## config.mk

```make
export PLATFORM = sky130hd
export DESIGN_NAME = bist_sync
export DESIGN_NICKNAME = d
export VERILOG_FILES = /design/src/rtl/link_bist_pkg.sv /design/src/rtl/bist_prbs_step.sv /design/src/rtl/bist_sync.sv
export SDC_FILE = /design/constraint.sdc
export NUM_CORES = 1
export LEC_CHECK = 0
export ABC_AREA = 0
export ABC_CLOCK_PERIOD_IN_PS = 1900
export BUFFER_PORTS_ARGS = -buffer_cell sky130_fd_sc_hd__buf_4
export CORE_MARGIN = 10
export CORE_UTILIZATION = 40
export DETAILED_ROUTE_END_ITERATION = 16
export HOLD_SLACK_MARGIN = 0.02
export PLACE_DENSITY = 0.7
export SLEW_MARGIN = 20
export SYNTH_ARGS = -nofsm -noshare
export SYNTH_HDL_FRONTEND = slang
export SYNTH_SLANG_ARGS = --single-unit
```

## constraint.sdc

```tcl
create_clock -name clk -period 1.9 [get_ports clk]
set_clock_uncertainty 0.1 [all_clocks]
set_input_delay 0.19 -clock clk [delete_from_list [all_inputs] [get_ports clk]]
set_output_delay 0.19 -clock clk [all_outputs]
set_load 0.1 [all_outputs]
```

## src/rtl/link_bist_pkg.sv

```systemverilog
package link_bist_pkg;

  typedef enum logic [1:0] {
    ST_HUNT = 2'd0,
    ST_RUN  = 2'd1,
    ST_DONE = 2'd2
  } bist_state_e;

endpackage

```

## src/rtl/bist_prbs_step.sv

```systemverilog
// Advances a Fibonacci LFSR (x^ORD + x^TAP + 1) by WORD_W bits in one cycle.
// The first generated bit lands on the word's MSB.
module bist_prbs_step #(
  parameter int WORD_W = 24,
  parameter int ORD    = 7,
  parameter int TAP    = 6
) (
  input  logic [ORD-1:0]    state_i,
  output logic [WORD_W-1:0] word_o,
  output logic [ORD-1:0]    state_o
);

  logic [ORD-1:0] sr;
  logic           nb;

  always_comb begin
    sr     = state_i;
    nb     = 1'b0;
    word_o = '0;
    for (int i = WORD_W - 1; i >= 0; i--) begin
      nb        = sr[ORD-1] ^ sr[TAP-1];
      word_o[i] = nb;
      sr        = {sr[ORD-2:0], nb};
    end
    state_o = sr;
  end

endmodule

```

## src/rtl/bist_sync.sv

```systemverilog
// Hunts for the first pattern word, seeds the local LFSR from it, then
// produces one expected word per clock and tracks the run length.
module bist_sync
  import link_bist_pkg::*;
#(
  parameter int WORD_W  = 24,
  parameter int ORD     = 7,
  parameter int TAP     = 6,
  parameter int RUN_LEN = 1024
) (
  input  logic              clk,
  input  logic              rst,
  input  logic              active,
  input  logic [WORD_W-1:0] rx_word,
  output logic              cmp_valid,
  output logic              last_word,
  output logic [WORD_W-1:0] exp_word
);

  localparam int RUN_W = $clog2(RUN_LEN + 1);

  bist_state_e    st_q;
  logic [ORD-1:0] lfsr_q;
  logic [ORD-1:0] lfsr_adv;
  logic [RUN_W-1:0] run_q;
  logic           seed_now;

  bist_prbs_step #(
    .WORD_W (WORD_W),
    .ORD    (ORD),
    .TAP    (TAP)
  ) u_step (
    .state_i (lfsr_q),
    .word_o  (exp_word),
    .state_o (lfsr_adv)
  );

  assign seed_now  = active && (st_q == ST_HUNT) && (rx_word[ORD-1:0] != '0);
  assign cmp_valid = active && ((st_q == ST_RUN) || (st_q == ST_DONE));
  assign last_word = active && (st_q == ST_RUN) && (run_q == RUN_W'(RUN_LEN - 1));

  always_ff @(posedge clk) begin
    if (rst || !active) begin
      st_q   <= ST_HUNT;
      lfsr_q <= '0;
      run_q  <= '0;
    end else if (seed_now) begin
      st_q   <= ST_RUN;
      lfsr_q <= rx_word[ORD-1:0];
      run_q  <= '0;
    end else if (cmp_valid) begin
      lfsr_q <= lfsr_adv;
      if (st_q == ST_RUN) begin
        if (last_word) st_q <= ST_DONE;
        else           run_q <= run_q + 1'b1;
      end
    end
  end

endmodule

```

* Yosys cells after proc, flatten, opt, wreduce, memory -nomap -nowiden
Cells that the tools add are included.
** Storage, ports and cells
- Flip-flop bits (word level) :: 20
- Output and inout bits :: 26
- Word-level logic and storage cells :: 56
** Operators by class
- Add/subtract/negate cells :: 1
- Equal/unequal tests :: 3
- Mux-type cells :: 6
- Bitwise logic cells :: 25
- Reductions and logical operators :: 17
** Operators with widths (number)
- bitwise XOR 1 bit :: 24
- two-way mux 7 bit :: 2
- adder 11 x 1 -> 11 bit, second input constant :: 1
- equality test 11 x 10 -> 1 bit, second input constant :: 1
- AND reduction 3 bit :: 3
- nonzero test 7 bit :: 1
- nonzero test 2 bit :: 3
- logical AND 1 bit :: 5
- two-way mux 1 bit :: 4
- equality test 2 x 1 -> 1 bit, second input constant :: 1
- equality test 2 bit, second input constant :: 1
- zero test 2 bit :: 1
- logical OR 1 bit :: 2
- OR reduction 2 bit :: 1
- zero test 1 bit :: 1
- inverter 1 bit :: 1

* Logic depth before layout (Yosys ltp)
- Depth after elaboration :: 7
- Depth in mapped cells :: 7
- Gate-level depth less buffers :: 6

* By module
A second synthesis with hierarchy kept.
** Unflattened totals
- Cells, all modules :: 147
- Area, all modules :: 1388.8 sq um
** By module, submodules not included
- bist_sync :: times used 1, cells each 105, area an instance 1004.7 sq um
- bist_prbs_step :: times used 1, cells each 42, area an instance 384.1 sq um

* Worst setup path before layout
No wires, ideal clock.
- Path kind :: reg2reg
- Start :: register lfsr_q[5]
- End :: register lfsr_q[5]
- Library setup time :: 0.065 ns
- Arrival :: 4.110 ns
- Required time :: 1.735 ns
- Path slack :: -2.375 ns
- Stages on the path, launching flop included :: 6
- Cells stage by stage :: dfxtp_1 buf_2 xnor2_1 xnor2_1 xor2_1 a41o_1
** Between the ends
- Longest elaborated chain between the ends :: 6
** RTL lines
- from (decl) :: RTL line bist_sync.sv:23 : logic [ORD-1:0] lfsr_q;
- from (signal assigned) :: RTL line bist_sync.sv:49 : lfsr_q <= rx_word[ORD-1:0];
- from (signal assigned) :: RTL line bist_sync.sv:52 : lfsr_q <= lfsr_adv;
- bitwise XOR 1 bit (2 in series) :: RTL line bist_prbs_step.sv:21 : nb = sr[ORD-1] ^ sr[TAP-1];
- via exp_word[17] :: RTL line bist_sync.sv:17 : output logic [WORD_W-1:0] exp_word
- bitwise XOR 1 bit (2 in series) :: RTL line bist_prbs_step.sv:21
- via exp_word[5] :: RTL line bist_sync.sv:17
- two-way mux 7 bit :: RTL line bist_sync.sv:51 : end else if (cmp_valid) begin
- two-way mux 7 bit :: RTL line bist_sync.sv:47 : end else if (seed_now) begin
The timed path passes the listed nets, and every way through them passes these cells. The select of a mux whose other input is x is not followed.
A chain may end at the register's enable or synchronous reset.

* Worst setup path after layout
- Start :: register run_q[6]
- End :: output port last_word
** Between the ends
- Longest elaborated chain between the ends :: 2
** RTL lines
- from (decl) :: RTL line bist_sync.sv:25 : logic [RUN_W-1:0] run_q;
- from (signal assigned) :: RTL line bist_sync.sv:55 : else run_q <= run_q + 1'b1;
- equality test 11 x 10 -> 1 bit :: RTL line bist_sync.sv:40 : assign last_word = active && (st_q == ST_RUN) && (run_q == RUN_W'(RUN_LEN - 1));
- logical AND 1 bit :: RTL line bist_sync.sv:40
- to (decl) :: RTL line bist_sync.sv:16 : output logic last_word,
No other way between the ends.

==> reports/metrics.yaml <==
status:
  outcome: "finished clean"
cells_and_area:
  fin_cells: 259
  nNetsFinal: 246
  stdcell_area_sq_um: 2290
  area_growth_pct: 73.8
  drive_gt1_share_pct: 54.0
  antenna_cells: 0
logic_synthesis:
  synth_nets: 189
  syn-mean-instance-area_sq_um: 8.30
  synthMuxAreaShare_pct: 0.758
  synth.ff_latch_count: 20
  synth-adder-area-share_pct: 2.84
  synth_xor_area_share_pct: 19.9
  syn_inst: 159
  synth_top_family_by_area: "simple AND/OR/NAND/NOR gates"
  yosysSeqAreaShare_pct: 30.3
  synthDistinctLibCells: 39
  yosysTopAreaCell: "dfxtp_1"
  yosys.area_share.simple_pct: 24.3
  synth_top_area_share_pct: 30.3
  syn_area_sq_um: 1320
  yosysWarnings: 0
  yosys-top-cells-area: "dfxtp_1 30%, xnor2_1 10%, xor2_1 10%"
  synth_compound_area_share_pct: 15.5
power_and_ir_drop:
  p_sw_share_pct: 48.8
  comb_power_share_pct: 55.1
  p_total_mw: 1.57
  power.density_nw_per_um2: 683
  power.switching_mw: 0.765
  p_seq_share_pct: 28.2
  irDropWorstVdd_uv: 365
  intPower_mw: 0.802
  pwr-share-clk_pct: 16.7
  p_leak_nw: 0.933
timing:
  setup_slack_ps: 0.0432
  worst_pin_slew_ps: 439
  rsz0062_at_grt: "yes"
  layout_min_cycle_time_ps: 1900
  fin_crit_sh_pct: 100
  fmax_mhz: 526
  slew-limit-headroom_pct: 70.4
  setup_viol: 0
  finalHoldViolCount: 0
  drv_slew: 0
place:
  place_inst: 243
  io_buffers: 35
  post-place-ws_ps: 9.63
  placed_area_sq_um: 1980
  hpwl_um: 3210
  gp_congestion: 0.791
worst_setup_path:
  setup.worst_path.start_class: "flip-flop"
  required_ps: 1610
  cp-end-kind: "output port"
  worst-path-max-fanout: 5
  cp-startpoint: "run_q[6]"
  path_buf_inv: 1
  crit_family: "simple AND/OR/NAND/NOR gates"
  r2r-start: "run_q[6]"
  critPathKind: "reg2out"
  crit_path_max_incr_delay_ps: 380
  crit_slowest_cell: "dfxtp_4"
  crit_arrival_ps: 1610
  path_cells: "nand4_1 > nor4_4 > and2_4 > buf_12"
grt:
  antenna_found_initial: 0
  grt_pass1_wl_um: 6480
  first_global_vias: 1333
  overflow: 0
  grt_use_total_pct: 13.0
  grt_max_degree: 12
clocking:
  insertion_delay_ps: 320
  cts_tree: "built"
  cts_buffer_depth: 2
  cts-root-buf: "clkbuf_4"
  cts_inserted_buffers: 3
  cts.sinks: 20
  clkTransAtPathRegs_ps: 120
  h-tree-depth: 1
die:
  die_y_um: 77.4
  pin_count: 53
  dieArea_sq_um: 6000
  start_util_pct: 42.5
  rows: 20
  core_area_sq_um: 3100
  die_x_um: 77.4
route:
  wl_um: 4190
  drt_iter0_drc: 58
  via_per_inst: 5.35
  ant_nets: 0
  firstDrtPassIters: 4
  wl_per_cell_um: 16.2
  via_count: 1386
  drc: 0
run:
  drv_cap: 0
hold_path:
  hp-class: "in2reg"
  worstHoldStart: "rx_word[3]"
## metrics by stage
| stage | util, % | hold WS, ps | TNS, ps |
|---|---|---|---|
| final | 74.0 | 16.4 | 0 |
| after global routing | 74.0 | 16.7 | -273 |
| after CTS | 68.5 | 24.7 | 0 |
| after detailed placement | 63.8 | 349 | 0 |
| after global placement | 63.8 | 340 | 0 |
| after floorplan | - | 234 | -2650 |
## sequential cells by signal, summed over array words and instances (netlist names)
register	count
st_q	2
run_q	11
lfsr_q	7
## cell type report
class / count / area (sq um)
Fill cell: 238 / 808
Multi-Input combinational cell: 119 / 1180
Tap cell: 44 / 55.1
Sequential cell: 20 / 433
Inverter: 8 / 30.0
Clock buffer: 4 / 36.3
Timing Repair Buffer: 64 / 559
## routing by layer
metal  up-vias  part of all wire [%]  global-route usage, %  routed length, um
met2        44                    56                   24.6               2340
met1       665                    37                   13.8               1570
met3        11                   4.7                   3.00                195
met4         0                   2.1                   4.20                 90
li1        666                     -                      -                  -
met5         -                     0                      0                  0
## worst reg2reg max path, cell delays in order, from the launching register on
cell	delay [ps]
dfxtp_4	380
nand4_1	180
buf_4	200
o41ai_2	470
buf_4	200
o21ai_0	90
a21oi_1	140
## timing repair
action                     4_1_cts  5_1_grt
gates resized for setup         30       23
setup buffers                    2        9
pin swaps                        5        8
hold buffers                     0        1
hold endpoints to repair         0        1
setup endpoints to repair       12       18
## final timing paths
| kind | to | slack, ps | cells past startpoint |
|---|---|---|---|
| setup / recovery | last_word | 0.04 | 4 |
| hold / removal | lfsr_q[3] | 20 | 3 |
| setup reg to reg | run_q[3] | 60 | 6 |
| hold reg to reg | run_q[4] | 380 | 1 |
## synthesized netlist by cell type
master,instances
dfxtp_1,20
xnor2_1,15
xor2_1,15
nand3_1,12
nand2_1,11
a21oi_1,9
inv_1,8
clkbuf_1,7
nor2_1,7
nand4_1,6
buf_2,4
a211oi_1,3
a31oi_1,3
ha_1,3
or3_1,3
or4b_1,3
a31o_1,2
and2_1,2
nand2b_1,2
nor2b_1,2
o21ai_0,2
o31ai_1,2
or4_1,2
a2111oi_0,1
a41o_1,1
and3_1,1
and4_1,1
buf_4,1
mux2i_1,1
nand3b_1,1
nand4b_1,1
nor3_1,1
nor4_1,1
o211a_4,1
o211ai_1,1
o21ai_1,1
o41a_1,1
o41ai_2,1
or4_4,1
## logic make-up after synthesis
| group | count (synthesis) |
|---|---|
| fa+ha+maj | 3 |
| mux | 1 |
| xor+xnor | 30 |
| buf+inv | 20 |
| simple gates | 57 |
| flops | 20 |
| compound gates | 28 |
## power groups by stage
stage                     clock (mW)  combinational, mW  sequential, mW
after floorplan                    0              0.657           0.440
final                          0.262              0.863           0.442
after detailed placement           0              0.793           0.454
after CTS                      0.260              0.823           0.446
after global routing           0.290              0.892           0.445
after global placement             0              0.785           0.454
## layout by cell type (no fill, tap or decap), types with 5 or more instances in the layout
cell,Yosys,routed
buf_4,1,54
a21oi_1,9,9
nand2_1,11,11
xor2_2,0,6
xnor2_4,0,6
nand3_1,12,12
xor2_4,0,5
dfxtp_2,0,11
nand4_1,6,6
inv_1,8,7
dfxtp_4,0,5
xnor2_2,0,5
nor2_1,7,7
Note: power is estimated with default switching activity, not from simulation.
